<file path="src/rtl/fsp_pkg.sv">
package fsp_pkg;

  // Declared rate of the selected external sync input
  typedef enum logic [1:0] {
    RATE_8K   = 2'd0,
    RATE_4K   = 2'd1,
    RATE_2K   = 2'd2,
    RATE_RSVD = 2'd3
  } ref_rate_e;

  // Output channel indices
  localparam int unsigned N_OUT      = 2;
  localparam int unsigned OUT_FRAME  = 0;
  localparam int unsigned OUT_MFRAME = 1;

  // Shortest legal frame in clock cycles
  localparam int unsigned MIN_FRAME = 2;

endpackage

</file>
<file path="src/rtl/fsp_ref_detect.sv">
// Synchronizes the external sync inputs, selects one and flags its rising edge.
module fsp_ref_detect #(
  parameter int NUM_SYNC = 3,
  parameter int SEL_W    = 2
) (
  input  logic                clk,
  input  logic                rst,
  input  logic [NUM_SYNC-1:0] ref_sync,
  input  logic [SEL_W-1:0]    ref_sel,
  output logic                edge_p
);

  logic [NUM_SYNC-1:0] sync_s1;
  logic [NUM_SYNC-1:0] sync_s2;
  logic                picked;
  logic                picked_d;

  // Two-stage synchronizer per input
  for (genvar i = 0; i < NUM_SYNC; i++) begin : g_sync
    always_ff @(posedge clk) begin
      if (rst) begin
        sync_s1[i] <= 1'b0;
        sync_s2[i] <= 1'b0;
      end else begin
        sync_s1[i] <= ref_sync[i];
        sync_s2[i] <= sync_s1[i];
      end
    end
  end

  // Selection after synchronization; out-of-range index selects nothing
  always_comb begin
    picked = 1'b0;
    for (int i = 0; i < NUM_SYNC; i++) begin
      if (ref_sel == SEL_W'(i)) picked = sync_s2[i];
    end
  end

  always_ff @(posedge clk) begin
    if (rst) picked_d <= 1'b0;
    else     picked_d <= picked;
  end

  assign edge_p = picked & ~picked_d;

endmodule

</file>
<file path="src/rtl/fsp_frame_timer.sv">
// Frame position counter and multiframe phase counter.
module fsp_frame_timer #(
  parameter int CNT_W    = 16,
  parameter int MF_RATIO = 4
) (
  input  logic             clk,
  input  logic             rst,
  input  logic             enable,
  input  logic [CNT_W-1:0] frame_len,   // already clamped to >= 2
  input  logic             resync,
  input  logic             mf_resync,
  output logic             frame_start,
  output logic             mframe_start
);

  localparam int MF_W = (MF_RATIO > 1) ? $clog2(MF_RATIO) : 1;

  logic [CNT_W-1:0] pos_q;
  logic [MF_W-1:0]  mf_q;
  logic [MF_W-1:0]  mf_next;
  logic             at_end;

  assign at_end  = (pos_q >= frame_len - 1'b1);
  assign mf_next = (mf_q == MF_W'(MF_RATIO - 1)) ? '0 : mf_q + 1'b1;

  always_ff @(posedge clk) begin
    if (rst || !enable) begin
      pos_q <= '0;
      mf_q  <= '0;
    end else if (resync) begin
      pos_q <= '0;
      mf_q  <= mf_resync ? '0 : mf_next;
    end else if (at_end) begin
      pos_q <= '0;
      mf_q  <= mf_next;
    end else begin
      pos_q <= pos_q + 1'b1;
    end
  end

  assign frame_start  = enable && (pos_q == '0);
  assign mframe_start = frame_start && (mf_q == '0);

endmodule

</file>
<file path="src/rtl/fsp_pulse_shaper.sv">
// Stretches a one-cycle start into a registered pulse of programmed length and level.
module fsp_pulse_shaper #(
  parameter int CNT_W = 16
) (
  input  logic             clk,
  input  logic             rst,
  input  logic             enable,
  input  logic             start,
  input  logic [CNT_W-1:0] width,     // already clamped to >= 1
  input  logic             act_high,
  output logic             pulse_out
);

  logic             act_q, act_n;
  logic [CNT_W-1:0] rem_q, rem_n;

  always_comb begin
    act_n = act_q;
    rem_n = rem_q;
    if (start) begin
      act_n = 1'b1;
      rem_n = width - 1'b1;
    end else if (act_q) begin
      if (rem_q == '0) act_n = 1'b0;
      else             rem_n = rem_q - 1'b1;
    end
  end

  always_ff @(posedge clk) begin
    if (rst || !enable) begin
      act_q     <= 1'b0;
      rem_q     <= '0;
      pulse_out <= ~act_high;
    end else begin
      act_q     <= act_n;
      rem_q     <= rem_n;
      pulse_out <= act_n ~^ act_high;
    end
  end

endmodule

</file>
<file path="src/rtl/fsp_sync_gen.sv">
// Frame / multiframe sync pulse generator top.
module fsp_sync_gen
  import fsp_pkg::*;
#(
  parameter int  CNT_W    = 16,
  parameter int  NUM_SYNC = 3,
  parameter int  MF_RATIO = 4,
  localparam int SEL_W    = (NUM_SYNC > 1) ? $clog2(NUM_SYNC) : 1
) (
  input  logic                clk,
  input  logic                rst,
  input  logic                enable,
  input  logic [CNT_W-1:0]    frame_len,
  input  logic [CNT_W-1:0]    fs_width,
  input  logic [CNT_W-1:0]    mfs_width,
  input  logic                fs_act_high,
  input  logic                mfs_act_high,
  input  logic                disc_en,
  input  logic [SEL_W-1:0]    ref_sel,
  input  logic [1:0]          ref_rate,
  input  logic [NUM_SYNC-1:0] ref_sync,
  output logic                fs_out,
  output logic                mfs_out
);

  logic [CNT_W-1:0] eff_len;
  logic             ref_edge;
  logic             resync;
  logic             mf_resync;
  logic             frame_start, mframe_start;

  logic [N_OUT-1:0] start_v;
  logic [N_OUT-1:0] pol_v;
  logic [N_OUT-1:0] out_v;
  logic [CNT_W-1:0] req_w  [N_OUT];
  logic [CNT_W-1:0] wid_v  [N_OUT];

  function automatic logic [CNT_W-1:0] clamp_width(input logic [CNT_W-1:0] w,
                                                   input logic [CNT_W-1:0] len);
    logic [CNT_W-1:0] lim;
    lim = len - 1'b1;
    if (w == '0)      return CNT_W'(1);
    else if (w > lim) return lim;
    else              return w;
  endfunction

  assign eff_len = (frame_len < CNT_W'(MIN_FRAME)) ? CNT_W'(MIN_FRAME) : frame_len;

  fsp_ref_detect #(
    .NUM_SYNC (NUM_SYNC),
    .SEL_W    (SEL_W)
  ) u_ref (
    .clk      (clk),
    .rst      (rst),
    .ref_sync (ref_sync),
    .ref_sel  (ref_sel),
    .edge_p   (ref_edge)
  );

  assign resync    = disc_en & ref_edge;
  assign mf_resync = (ref_rate_e'(ref_rate) == RATE_2K);

  fsp_frame_timer #(
    .CNT_W    (CNT_W),
    .MF_RATIO (MF_RATIO)
  ) u_timer (
    .clk          (clk),
    .rst          (rst),
    .enable       (enable),
    .frame_len    (eff_len),
    .resync       (resync),
    .mf_resync    (mf_resync),
    .frame_start  (frame_start),
    .mframe_start (mframe_start)
  );

  assign start_v[OUT_FRAME]  = frame_start;
  assign start_v[OUT_MFRAME] = mframe_start;
  assign pol_v[OUT_FRAME]    = fs_act_high;
  assign pol_v[OUT_MFRAME]   = mfs_act_high;
  assign req_w[OUT_FRAME]    = fs_width;
  assign req_w[OUT_MFRAME]   = mfs_width;

  for (genvar g = 0; g < N_OUT; g++) begin : g_out
    assign wid_v[g] = clamp_width(req_w[g], eff_len);

    fsp_pulse_shaper #(
      .CNT_W (CNT_W)
    ) u_shaper (
      .clk       (clk),
      .rst       (rst),
      .enable    (enable),
      .start     (start_v[g]),
      .width     (wid_v[g]),
      .act_high  (pol_v[g]),
      .pulse_out (out_v[g])
    );
  end

  assign fs_out  = out_v[OUT_FRAME];
  assign mfs_out = out_v[OUT_MFRAME];

endmodule

</file>
<file path="config.mk">
export PLATFORM = sky130hd
export DESIGN_NAME = fsp_sync_gen
export DESIGN_NICKNAME = d
export VERILOG_FILES = /design/src/rtl/fsp_pkg.sv /design/src/rtl/fsp_ref_detect.sv /design/src/rtl/fsp_frame_timer.sv /design/src/rtl/fsp_pulse_shaper.sv /design/src/rtl/fsp_sync_gen.sv
export SDC_FILE = /design/constraint.sdc
export NUM_CORES = 1
export LEC_CHECK = 0
export ABC_AREA = 0
export BUFFER_PORTS_ARGS = -buffer_cell sky130_fd_sc_hd__buf_2
export CELL_PAD_IN_SITES_DETAIL_PLACEMENT = 2
export CELL_PAD_IN_SITES_GLOBAL_PLACEMENT = 2
export CORE_MARGIN = 5
export CORE_UTILIZATION = 36
export CTS_CLUSTER_DIAMETER = 120
export DETAILED_ROUTE_END_ITERATION = 6
export PLACE_DENSITY = 0.92
export SETUP_SLACK_MARGIN = 0.4
export SYNTH_ARGS = -nofsm -noshare
export SYNTH_HDL_FRONTEND = slang
export SYNTH_SLANG_ARGS = --single-unit
</file>
<file path="constraint.sdc">
create_clock -name clk -period 8.8 [get_ports clk]
set_input_delay 0.88 -clock clk [delete_from_list [all_inputs] [get_ports clk]]
set_output_delay 0.88 -clock clk [all_outputs]
set_load 0.1 [all_outputs]
</file>
==> out/metrics.cfg, run 1 <==
[synthesis]
synth_most_common_cell = sky130_fd_sc_hd__nand2_1
synth_largest_area_cell = sky130_fd_sc_hd__dfxtp_1
yosys_warnings = 0
synth.yosys.seq_area_share = 0.2146
synthFlopType = sky130_fd_sc_hd__dfxtp_1
synth_largest_type_area_fraction = 0.2146
share_of_flip_flops_with_an_asynchronous_set_or_reset_after_synthesis = 0
post_synth_inst_count = 721
syn_area_sq_um = 5689
yosys_cell_types = 82
synth_commonest_cells = sky130_fd_sc_hd__nand2_1 (76), sky130_fd_sc_hd__nor2_1 (64), sky130_fd_sc_hd__dfxtp_1 (61)
syn-num-nets = 831
post_synth.cell_area_avg_sq_um = 7.891
yosys_register_bits = 61
synth_area_leaders = sky130_fd_sc_hd__dfxtp_1 (21%), sky130_fd_sc_hd__ha_1 (11%), sky130_fd_sc_hd__nand2_1 (5.0%), sky130_fd_sc_hd__nor2_1 (4.2%), sky130_fd_sc_hd__xnor2_1 (3.5%)
synth_enable_flop_cells = 0

[floorplanning]
cell_rows = 46
design.core.area_sq_um = 15710
floorplan.initialDensity = 0.3621
die_area_sq_um = 18420
chipHeight_um = 135.7
dieWidth_um = 135.7
ios = 63

[clock_tree]
clock_sinks = 61
cts_tree = built
cts_made_buffers = 9
post_cts.resized_instances = 0
cts.reportedPaths.clkPinSlew_ns = 0.06
cts.htree.levels = 3
cts_hold_buffers = 0
cts_setup_buffers = 0
worstSkewPairLatency_ns = 0.36
ctsLongestPathBuffers = 2
root_buffer = sky130_fd_sc_hd__clkbuf_16

[grt]
largest_net_degree_at_the_start_of_global_routing = 26
total_routing_usage_reported_by_global_routing = 0.2761
grt_pass1_wl_um = 39350
vias_in_the_first_global_route = 7039
gr-total-overflow = 0
number_of_antenna_violations_at_the_first_check_in_global_routing = 1

[finish]
area.growth.synth_to_final_pct = 14.23
layout.cells.non_filler = 993
layout.core_utilization = 0.4136
finalNetCount = 882
num_antenna_cells = 0
final_design_area_no_fill_sq_um = 6499
fillers = 1824
layout-drive-gt1-share = 0.1467

[sta]
final-setup-viol-count = 0
holdWs_ns = 0.4474
worst_slew_margin_rel = 0.2970
rsz0062_at_grt = false
worst_pin_slew_ns = 1.047
max_freq_mhz = 129.1
tns_ns = 0
worst_clock_skew_ns = 0.009714
final_min_period_over_clock_period = 0.8805
timing.final.hold_violations = 0
fin_crit_ns = 7.748
final_number_of_max_transition_violations = 0
worst_slack_ns = 1.052

[route]
routed_via_density = 6.445
detail_route.wirelength_um = 25020
drt_pre_antenna_iters = 5
route.antenna.remaining_nets = 0
route.vias.total = 6400
post-route-drc-count = 0
routed_wire_length_per_instance_um = 25.19
dr.first_iter.drc_count = 531

[worst_setup_path]
worst-endpoint-required_ns = 9.09
worstSetupStartpoint = frame_len[14]
r2r_setup_slack_ns = 3.87
timing.critical_path.fanout_max = 11
critical_path_arrival_ns = 8.04
worstSetupPathType = in2reg
setup_crit_start_kind = input port
r2r.worst_path.cells = 13
worst_r2r_endpoint = g_out[1].u_shaper.rem_q[10]
nature_of_the_critical_path_endpoint = flop
r2r-start = u_timer.pos_q[0]

[place]
dp_hpwl_um = 19380
io_buffer_count = 62
post-place-ws_ns = 0.9475
placed_cells_incl_taps = 977
gp_congestion = 0.9144
placed_area_sq_um = 6186

[pwr]
static-leakage-power_nw = 2.661
power-per-cell-area_nw_per_um2 = 158.6
p_total_mw = 1.031
vdd.ir_drop.worst_mv = 0.09985

[min_path]
timing.hold.worst.start = u_ref.sync_s1[0]
min-delay-path-class = reg2reg
timing.hold.worst_path_depth = 1
hold_end = u_ref.sync_s2[0]

[job]
cap_violations = 0

[outcome]
outcome = completed

[routing by layer]
| metal | part of all wire | global-route usage | vias up |
|---|---|---|---|
| met5 | 0 | 0 | - |
| met4 | 0.040 | 0.1299 | 0 |
| met3 | 0.057 | 0.05609 | 91 |
| met2 | 0.50 | 0.4892 | 254 |
| met1 | 0.40 | 0.3173 | 3207 |
| li1 | - | - | 2848 |
[how the worst max path moves through the flow]
stage | endpoint | slack (ns) | cells after the start
finish | g_out[1].u_shaper.rem_q[13] | 1.05 | 21
detailed placement | g_out[1].u_shaper.rem_q[13] | 0.95 | 21
global placement | g_out[1].u_shaper.rem_q[14] | 1.30 | 22
floorplan | g_out[1].u_shaper.rem_q[14] | 2.26 | 24
global route | g_out[1].u_shaper.rem_q[13] | 0.74 | 21
CTS | g_out[1].u_shaper.rem_q[13] | 1.23 | 21
[worst max-delay path, cell delays in order]
cell,delay [ns]
sky130_fd_sc_hd__buf_2,0.11
sky130_fd_sc_hd__or4_1,0.67
sky130_fd_sc_hd__or4_1,0.57
sky130_fd_sc_hd__nand2_1,0.28
sky130_fd_sc_hd__ha_1,0.25
sky130_fd_sc_hd__nand2b_1,0.13
sky130_fd_sc_hd__or3_1,0.39
sky130_fd_sc_hd__or3_1,0.38
sky130_fd_sc_hd__xnor2_1,0.30
sky130_fd_sc_hd__inv_1,0.19
sky130_fd_sc_hd__ha_1,0.35
sky130_fd_sc_hd__and4_1,0.22
sky130_fd_sc_hd__and2_1,0.21
sky130_fd_sc_hd__o2111ai_1,0.27
sky130_fd_sc_hd__o211ai_2,0.56
sky130_fd_sc_hd__nand2_1,0.43
sky130_fd_sc_hd__mux2i_1,0.43
sky130_fd_sc_hd__o21ai_0,0.36
sky130_fd_sc_hd__or3_4,0.52
sky130_fd_sc_hd__or4_1,0.42
sky130_fd_sc_hd__nand3_1,0.12
[cell usage in the layout (no fill, tap or decap), types with 11 or more instances in the layout]
master and instances:
sky130_fd_sc_hd__nand3_1 39, sky130_fd_sc_hd__nor3_1 19, sky130_fd_sc_hd__or3_1 11, sky130_fd_sc_hd__ha_1 49
sky130_fd_sc_hd__buf_2 62, sky130_fd_sc_hd__xor2_1 11, sky130_fd_sc_hd__nor2b_1 11, sky130_fd_sc_hd__a21o_1 22
sky130_fd_sc_hd__inv_1 24, sky130_fd_sc_hd__and2_1 12, sky130_fd_sc_hd__a21oi_1 21, sky130_fd_sc_hd__dfxtp_1 61
sky130_fd_sc_hd__o211ai_1 13, sky130_fd_sc_hd__o21ai_0 26, sky130_fd_sc_hd__nor4_1 25, sky130_fd_sc_hd__nor2_1 64
sky130_fd_sc_hd__xnor2_1 23, sky130_fd_sc_hd__nand2_1 76, sky130_fd_sc_hd__mux2i_1 13, sky130_fd_sc_hd__nand4_1 22
[report_power, final]
part	leakage (nW)	internal [mW]	total, mW	switching (mW)
Combinational	2.01	0.117	0.348	0.231
Clock	0.152	0.242	0.381	0.139
Sequential	0.496	0.289	0.301	0.0120
[kinds of logic (layout without fill, tap and decap cells)]
group,Yosys count,after routing,synth area share
xor+xnor,35,35,0.05630
fa+ha+maj,50,50,0.1097
compound gates,177,177,0.2437
flops,61,61,0.2146
simple gates,329,329,0.3057
mux,18,18,0.03277
buf+inv,51,107,0.03717
[final cells by class]
class | instances | area (sq um) | area share
multi-input cells | 609 | 4257 | 0.6550
flip-flops and latches | 61 | 1221 | 0.1879
repair buffers | 67 | 347.8 | 0.05352
clock buffers | 13 | 270.3 | 0.04159
well taps | 216 | 270.3 | 0.04159
inverters | 24 | 90.09 | 0.01386
clock inverters | 3 | 42.54 | 0.006546
[flip-flops by register name, summed over array words and instances, names as in the netlist]
signal and flops:
g_out.u_shaper.rem_q 32, u_timer.pos_q 16, u_ref.sync_s1 3, u_ref.sync_s2 3
g_out.u_shaper.act_q 2, g_out.u_shaper.pulse_out 2, u_timer.mf_q 2, u_ref.picked_d 1
Power figures use the tool's default switching activity.
==> inputs of run 2 (changes only) <==
--- a/config.mk
+++ b/config.mk
@@ -8,3 +8,3 @@
 export ABC_AREA = 0
-export BUFFER_PORTS_ARGS = -buffer_cell sky130_fd_sc_hd__buf_2
+export BUFFER_PORTS_ARGS = -buffer_cell sky130_fd_sc_hd__buf_4
 export CELL_PAD_IN_SITES_DETAIL_PLACEMENT = 2
==> constraint.sdc (replaced) <==
create_clock -name clk -period 8.8 [get_ports clk]
set_input_delay 0 -clock clk [delete_from_list [all_inputs] [get_ports clk]]
set_output_delay 0 -clock clk [all_outputs]
set_load 0.1 [all_outputs]
==> run 2 against run 1 <==
The run now ends with DRC left. Sequential cell count stayed put. Critical path depth stayed put. First-iteration DRC count is 11% lower. Die area stayed put. Total power is 1.4% lower. Fmax is 11% higher. Sequential power hardly changed. Worst setup slack better by 0.74 ns. Final cell count is 0.81% higher. Clock-buffer cell count is 3 lower. Critical path type unchanged. Largest cell class unchanged. Largest power group is now combinational cells. Highest routed layer unchanged.
==> out/metrics.cfg, run 2 (same netlist as run 1, synthesis figures left out) <==
[grt]
largest_net_degree_at_the_start_of_global_routing = 26  ; unchanged
number_of_antenna_violations_at_the_first_check_in_global_routing = 0  ; -1
vias_in_the_first_global_route = 7142  ; +1.5%
grt_pass1_wl_um = 39710  ; +0.91%
gr-total-overflow = 0  ; unchanged
total_routing_usage_reported_by_global_routing = 0.2765  ; +0.0004581

[floorplanning]
floorplan.initialDensity = 0.3621  ; unchanged
chipHeight_um = 135.7  ; unchanged
cell_rows = 46  ; unchanged
dieWidth_um = 135.7  ; unchanged
design.core.area_sq_um = 15710  ; unchanged
ios = 63  ; unchanged
die_area_sq_um = 18420  ; unchanged

[worst_setup_path]
cp_slowest_cell = sky130_fd_sc_hd__or4_1
setup_crit_start_kind = input port
timing.critical_path.fanout_max = 11  ; unchanged
critical_path_arrival_ns = 7.24  ; -0.80 ns
slowest_delay_ns = 0.66  ; about the same
timing.critical_path.mode_cell = sky130_fd_sc_hd__or3_1
worst-endpoint-required_ns = 9.03  ; -0.06 ns
nature_of_the_critical_path_endpoint = flop
path_cells = buf_4 > or4_1 > or4_1 > nand2_1 > ha_1 > nand2b_1 > or3_1 > or3_1 > xnor2_1 > inv_1 > ha_1 > and4_1 > and2_1 > o2111ai_1 > o211ai_2 > nand2_1 > mux2i_1 > o21ai_0 > or3_1 > o211a_1 > a311o_1
worstSetupPathType = in2reg

[route]
routed_wire_length_per_instance_um = 25.02  ; -0.68%
route.vias.total = 6414  ; +0.22%
dr.first_iter.drc_count = 471  ; -11%
top_sig_layer = met4
dr_wl_met2_um = 12580  ; +0.39%
wl_met3_um = 1386  ; -3.3%
drt_pre_antenna_iters = 7  ; +2
wl_met1_um = 10090  ; +0.35%
detail_route.wirelength_um = 25050  ; +0.12%
routed_via_density = 6.408  ; -0.58%
route.antenna.remaining_nets = 0  ; unchanged
post-route-drc-count = 4  ; +4

[sta]
worst_pin_slew_ns = 0.9907  ; -0.05626 ns
tns_ns = 0  ; unchanged
final_number_of_max_transition_violations = 0  ; unchanged
max_freq_mhz = 142.7  ; +11%
rsz0062_at_grt = false
worst_clock_skew_ns = 0.01273  ; +0.003020 ns
fin_crit_ns = 7.009  ; -0.7394 ns
worst_slew_margin_rel = 0.3312  ; +0.03414
timing.final.hold_violations = 0  ; unchanged
final_min_period_over_clock_period = 0.7965  ; -0.08402
final-setup-viol-count = 0  ; unchanged

[pwr]
pwr-share-seq = 0.296  ; +0.004
clock_power_share = 0.350  ; -0.020
switching_share = 0.3761  ; +0.005169
static-leakage-power_nw = 2.743  ; +3.1%
internal_power_mw = 0.6343  ; -2.2%
pwr-share-comb = 0.354  ; +0.016
power-per-cell-area_nw_per_um2 = 151.4  ; -4.5%
vdd.ir_drop.worst_mv = 0.09912  ; -0.73%
switchingPower_mw = 0.3823  ; about the same

[clock_tree]
cts.htree.levels = 3  ; unchanged
worstSkewPairLatency_ns = 0.35  ; about the same
cts_tree = built
ctsLongestPathBuffers = 2  ; unchanged
root_buffer = sky130_fd_sc_hd__clkbuf_16
cts_made_buffers = 9  ; unchanged
cts.reportedPaths.clkPinSlew_ns = 0.06  ; about the same
clock_sinks = 61  ; unchanged
post_cts.resized_instances = 0  ; unchanged

[finish]
num_antenna_cells = 0  ; unchanged
area.growth.synth_to_final_pct = 18.03
number_of_flip_flops_under_the_largest_register_name = 32  ; unchanged
final_cell_mix = sky130_fd_sc_hd__nand2_1 (76), sky130_fd_sc_hd__buf_4 (66), sky130_fd_sc_hd__nor2_1 (64)
finalNetCount = 891  ; +1.0%
mostFrequentLayoutCell = sky130_fd_sc_hd__nand2_1
fillers = 1785  ; -2.1%
registers.top_by_ff_count = g_out.u_shaper.rem_q
final_design_area_no_fill_sq_um = 6715  ; +3.3%
reg.largest.list = g_out.u_shaper.rem_q: 32 flops, u_timer.pos_q: 16 flops
layout-drive-gt1-share = 0.1427  ; -0.004043

[job]
cap_violations = 0  ; unchanged

[place]
gp_congestion = 0.9191  ; +0.51%
io_buffer_count = 62  ; unchanged
placed_area_sq_um = 6334  ; +2.4%
dp_hpwl_um = 18890  ; -2.5%

[outcome]
outcome = complete, but fails checks
failed_checks = DRC

[min_path]
min-delay-path-class = in2reg

run 2: metal layers:
layer / track usage / vias to the layer above
met5: 0 / -
met4: 0.1293 / 0
met3: 0.05201 / 79
met2: 0.4873 / 233
met1: 0.3229 / 3246
li1: - / 2856
run 2: final timing paths:
check,cells past startpoint,start,slack (ns),to
min,4,ref_sel[0],0.08,u_ref.picked_d
max,21,frame_len[14],1.79,g_out[1].u_shaper.rem_q[14]
min reg2reg,1,u_ref.sync_s1[0],0.47,u_ref.sync_s2[0]
max reg2reg,13,u_timer.pos_q[0],3.96,g_out[1].u_shaper.rem_q[14]
run 2: worst max-delay path: cells and delay by family:
family / cells / cell delay, ns
muxes: 1 / 0.45
xor gates and xnor gates: 1 / 0.30
and+or+nand+nor: 10 / 3.88
AOI/OAI and AO/OA: 5 / 1.70
adders and majority gates: 2 / 0.61
buffers and inverters: 2 / 0.30
run 2: repair_timing:
action | 4_1_cts | 5_1_grt
hold buffers | 10 | 0
setup buffers | 0 | 0
hold endpoints to repair | 9 | 0
run 2: power groups by stage:
stage,logic [mW],registers (mW),clock network [mW]
2_1_floorplan,0.220,0.310,0
3_3_place_gp,0.319,0.305,0
3_5_place_dp,0.341,0.306,0
4_1_cts,0.354,0.301,0.361
5_1_grt,0.387,0.303,0.374
6_report,0.360,0.301,0.355
run 2: final cells by class:
class | count | area [sq um] | area share
clock inverter | 5 | 52.55 | 0.007826
sequential | 61 | 1221 | 0.1819
inverter | 24 | 90.09 | 0.01342
tap | 216 | 270.3 | 0.04025
multi-input combinational | 609 | 4257 | 0.6339
clock buffer | 10 | 229.0 | 0.03410
timing repair buffer | 76 | 595.6 | 0.08869
run 2: metrics by stage:
stage / cells / total power [mW] / utilization / hold WS [ns] / worst slack, ns
floorplan: 721 / 0.5298 / - / 0.07161 / 3.138
global placement: 976 / 0.6247 / 0.4031 / 0.1945 / 2.183
detailed placement: 976 / 0.6477 / 0.4031 / 0.1987 / 1.826
CTS: 1001 / 1.016 / 0.4274 / 0.04446 / 2.015
global route: 1001 / 1.063 / 0.4274 / 0.1250 / 1.646
finish: 1001 / 1.017 / 0.4274 / 0.08150 / 1.791
